--- src/rtl/seg_boundary_cal.sv ---
module seg_boundary_cal #(
  parameter int CW = 10,
  parameter int NSEG = 4,
  parameter logic [(NSEG-1)*CW-1:0] BND = {10'd512, 10'd256, 10'd128},
  parameter int MIN_CODE = 1,
  localparam int NB = NSEG - 1,
  localparam int SW = $clog2(NSEG)
) (
  input  logic              clk,
  input  logic              rst_n,
  input  logic              cal_start,
  input  logic              ref_end,
  input  logic              trial_end,
  output logic              mod_start,
  output logic [CW-1:0]     ref_code,
  output logic [SW-1:0]     ref_dsel,
  output logic [CW-1:0]     trial_code,
  output logic [SW-1:0]     trial_dsel,
  output logic [NB*CW-1:0]  cal_table,
  output logic              cal_done,
  output logic              cal_err
);

  typedef enum logic [2:0] {S_IDLE, S_LOAD, S_CMP, S_DEC, S_MARGIN, S_STORE} state_t;

  state_t        st;
  logic [SW-1:0] k;
  logic [CW-1:0] trial;
  logic [CW-1:0] tbl [NB];
  logic [CW-1:0] bnd_a [NB];
  logic [CW-1:0] flr_a [NB];

  for (genvar g = 0; g < NB; g++) begin : g_bnd
    assign bnd_a[g] = BND[g*CW +: CW];
    if (g == 0) begin : g_first
      assign flr_a[g] = CW'(MIN_CODE);
    end else begin : g_rest
      assign flr_a[g] = BND[(g-1)*CW +: CW];
    end
    assign cal_table[g*CW +: CW] = tbl[g];
  end

  wire ref_wins = ref_end & ~trial_end;
  wire decided  = ref_end | trial_end;
  wire last_k   = (k == SW'(NB-1));

  assign mod_start  = (st == S_LOAD);
  assign ref_code   = bnd_a[k] - CW'(1);
  assign ref_dsel   = k;
  assign trial_code = trial;
  assign trial_dsel = k + SW'(1);

  always_ff @(posedge clk or negedge rst_n) begin
    if (!rst_n) begin
      st       <= S_IDLE;
      k        <= '0;
      trial    <= '0;
      cal_done <= 1'b0;
      cal_err  <= 1'b0;
      for (int i = 0; i < NB; i++) tbl[i] <= '0;
    end else begin
      case (st)
        S_IDLE: if (cal_start) begin
          k        <= '0;
          trial    <= bnd_a[0];
          cal_done <= 1'b0;
          cal_err  <= 1'b0;
          st       <= S_LOAD;
        end
        S_LOAD: st <= S_CMP;
        S_CMP: if (decided) begin
          if (ref_wins) begin
            if (trial == flr_a[k]) begin
              cal_err <= 1'b1;
              trial   <= bnd_a[k];
              st      <= S_STORE;
            end else begin
              st <= S_DEC;
            end
          end else begin
            st <= S_MARGIN;
          end
        end
        S_DEC: begin
          trial <= trial - CW'(1);
          st    <= S_LOAD;
        end
        S_MARGIN: begin
          trial <= trial + CW'(1);
          st    <= S_STORE;
        end
        S_STORE: begin
          tbl[k] <= trial;
          if (last_k) begin
            cal_done <= 1'b1;
            st       <= S_IDLE;
          end else begin
            k     <= k + SW'(1);
            trial <= bnd_a[k + SW'(1)];
            st    <= S_LOAD;
          end
        end
        default: st <= S_IDLE;
      endcase
    end
  end

  p_launch_pulse_r2: assert property (@(posedge clk) disable iff (!rst_n)
    mod_start |=> !mod_start);

  p_sel_pair_r2: assert property (@(posedge clk) disable iff (!rst_n)
    mod_start |-> (trial_dsel == ref_dsel + SW'(1)) && (ref_code == bnd_a[ref_dsel] - CW'(1)));

  p_codes_hold_r9: assert property (@(posedge clk) disable iff (!rst_n)
    (st == S_CMP) |-> ($stable(trial_code) && $stable(ref_code)));

  p_trial_window_r6: assert property (@(posedge clk) disable iff (!rst_n)
    mod_start |-> (trial_code >= flr_a[k]) && (trial_code <= bnd_a[k]));

  p_err_sticky_r6: assert property (@(posedge clk) disable iff (!rst_n)
    (cal_err && !(st == S_IDLE && cal_start)) |=> cal_err);

  p_done_idle_r7: assert property (@(posedge clk) disable iff (!rst_n)
    cal_done |-> (st == S_IDLE) && !mod_start);

endmodule

--- config.mk ---
export PLATFORM = sky130hd
export DESIGN_NAME = seg_boundary_cal
export DESIGN_NICKNAME = d
export VERILOG_FILES = /design/src/rtl/seg_boundary_cal.sv
export SDC_FILE = /design/constraint.sdc
export NUM_CORES = 1
export LEC_CHECK = 0
export BUFFER_PORTS_ARGS = -buffer_cell sky130_fd_sc_hd__buf_2
export CORE_ASPECT_RATIO = 1.2
export CORE_MARGIN = 4
export CORE_UTILIZATION = 51
export DETAILED_ROUTE_END_ITERATION = 10
export GPL_TIMING_DRIVEN = 0
export PLACE_DENSITY = 0.79
export SYNTH_ARGS = -nofsm -noshare
export SYNTH_HDL_FRONTEND = slang
export SYNTH_SLANG_ARGS = --single-unit
--- constraint.sdc ---
create_clock -name clk -period 3.75 [get_ports clk]
set_input_delay 0.375 -clock clk [delete_from_list [all_inputs] [get_ports clk]]
set_output_delay 0.375 -clock clk [all_outputs]
set_load 0.03 [all_outputs]
==> out/summary.txt <==
status = completed
reg2reg setup slack = 0.89 ns
Layout Skew = 0.00871 ns
DR pass1 iterations = 4
Mapped Avg Cell Area = 10.6 sq um
Worst VDD drop = 0.462 mV
vias = 1940
clk sinks = 47
Psw = 1.42 mW
Ys Warns = 0
overall die height = 84.4 um
Overflow after GRT = 0
Final #Nets = 322
area leader, netlist = dfrtp_1
Worst-Margin Slew = 1.01 ns
largest net degree at the start of global routing = 48
sw frac = 49.8%
CTS buffer count = 5
Reg clk slew, reported paths = 0.09 ns
Placer Congestion = 0.860
PortBufs = 54
final worst path period need = 2.86 ns
fraction of registers with async set/reset = 100%
Post-DRT Antenna Nets = 0
diodes inserted = 0
EDFF count, synth = 0
ratio of cells with drive above 1 in the final layout = 29.1%
Critical Path Fanout Max = 9
post-DP HPWL = 4040 um
Leak = 1.54 nW
Power Density = 967 nW/um^2
initial drt markers = 163
Hold Fails Final Rpt = 0
std cell rows = 27
clk_lat worst skew = 0.30 ns
Syn Std Cell Area = 2480 sq um
synth cell count leaders = dfrtp_1 (47), nand2_1 (27), ha_1 (15)
initial antenna violation count = 0
Total Routed Length = 5360 um
CTS tree = yes
# resized after CTS = 0
global-route wire length before repair = 8750 um
total track usage = 18.5%
max cap viols = 0
CTS Hold Bufs = 0
synth unique cells = 42
P_int = 1.43 mW
Setup Viol. Count Final = 0
required time worst endpoint = 3.93 ns
share of the synthesized area in the top cell type = 47.5%
vias in the first global route = 1831
Final TNS setup = 0 ns
I/O pins = 62
fmax = 0.349 GHz
top-count cell post-synth = dfrtp_1
Final Cycle Share = 76.3%
P&R area growth vs syn = 18.6%
CP Capture Type = flop
main area contributors after synthesis = dfrtp_1 (47%), ha_1 (7.6%), mux2_1 (5.0%)
die area = 6040 sq um
Longest Clk Path Bufs = 2
Hold Path Class = input pin to async pin
clock root buffer master = clkbuf_8
post-CTS setup buffers = 0
startpoint type of the worst setup path = flop
H-Tree Depth = 2
Worst Path Arrival = 3.04 ns
Layout Utilization = 63.0%
Slew HR = 32.5%
core area = 4660 sq um
vias per cell = 5.39
#FFs+latches synth = 47
Slew Limit Fails = 0
part of the power in registers = 29.7%
wire per inst = 14.9 um
Initial Utilization = 53.2%
RSZ-0062 raised after global routing = false
critical path type = flop to flop
Clock Power Share = 11.2%
post-synthesis sequential area ratio = 47.5%
combinational share of power = 59.1%
Top FF cell, synth = dfrtp_1
Die Wd = 71.6 um
Mapped Cells = 234
drt drc = 0
## through the flow
| stage | cells | setup slack [ns] | area (sq um) | hold slack (ns) | power [mW] |
|---|---|---|---|---|---|
| after floorplan | 240 | 1.28 | 2500 | 0.0794 | 2.10 |
| after detailed placement | 352 | 0.953 | 2840 | 0.467 | 2.53 |
| final | 360 | 0.888 | 2940 | 0.236 | 2.84 |
| after global placement | 352 | 0.974 | 2840 | 0.455 | 2.49 |
| after global routing | 360 | 0.749 | 2940 | 0.323 | 3.06 |
| after CTS | 360 | 0.927 | 2940 | 0.275 | 2.85 |
## layout by cell type (no fill, tap or decap), types with 10 or more instances in the layout
master   Yosys  final
a21oi_1     11     11
o21ai_0     13     13
nor2_1      13     13
dfrtp_1     47     47
ha_1        15     15
nand2_1     27     27
buf_2        5     59
mux2_2      10     10
mux2_1      11     11
## path summary, 6_finish.rpt
kind	depth (start not counted)	endpoint	start
setup / recovery	9	trial_code[8]	st[2]
hold / removal	1	cal_table[4]	rst_n
setup reg to reg	9	trial_code[8]	st[2]
hold reg to reg	2	cal_done	cal_done
max in group asynchronous	1	cal_table[8]	rst_n
min in group clk	4	st[1]	trial_end
## sequential cells by signal, indices dropped and copies added, names as in the netlist
register and flops:
ref_dsel 2, cal_table 30, st 3, trial_code 10, cal_err 1, cal_done 1
## power by group through the flow
| stage | registers, mW | clock network, mW | logic, mW |
|---|---|---|---|
| 5_1_grt | 0.871 | 0.353 | 1.83 |
| 6_report | 0.844 | 0.320 | 1.68 |
| 3_5_place_dp | 0.857 | 0 | 1.67 |
| 3_3_place_gp | 0.848 | 0 | 1.64 |
| 4_1_cts | 0.847 | 0.327 | 1.68 |
| 2_1_floorplan | 1.13 | 0 | 0.963 |
## logic make-up after synthesis
| logic type | count (synthesis) | synth area share [%] |
|---|---|---|
| xor gates and xnor gates | 11 | 3.89 |
| AOI/OAI and AO/OA | 50 | 12.8 |
| other | 1 | 0.151 |
| muxes | 22 | 9.94 |
| and+or+nand+nor | 66 | 12.9 |
| DFF | 47 | 47.5 |
| buffers and inverters | 21 | 4.49 |
| adders and majority gates | 16 | 8.38 |
## layer usage
metal / track usage [%] / part of all wire [%] / vias to the layer above
met5: 0 / 0 / -
met4: 7.86 / 0.63 / 0
met3: 3.23 / 4.6 / 3
met2: 30.6 / 51 / 57
met1: 23.6 / 44 / 937
li1: - / - / 943
## worst max-delay path, stage by stage (launching register included)
cell and delay (ns):
dfrtp_1 0.50, nor3b_4 0.39, inv_1 0.25, ha_1 0.39, nor2b_1 0.17, o2111ai_1 0.25
a31oi_1 0.15, xor2_1 0.16, a222oi_1 0.35, a21oi_1 0.12
## cell type report
class                           count  area [sq um]
Inverter                            9          33.8
Timing Repair Buffer               54           270
Fill cell                         398          1720
Clock buffer                        7          86.3
Multi-Input combinational cell    172          1210
Buffer                             12          77.6
Clock inverter                      1          8.76
Tap cell                           58          72.6
Sequential cell                    47          1180
Note: power is estimated with default switching activity, not from simulation.
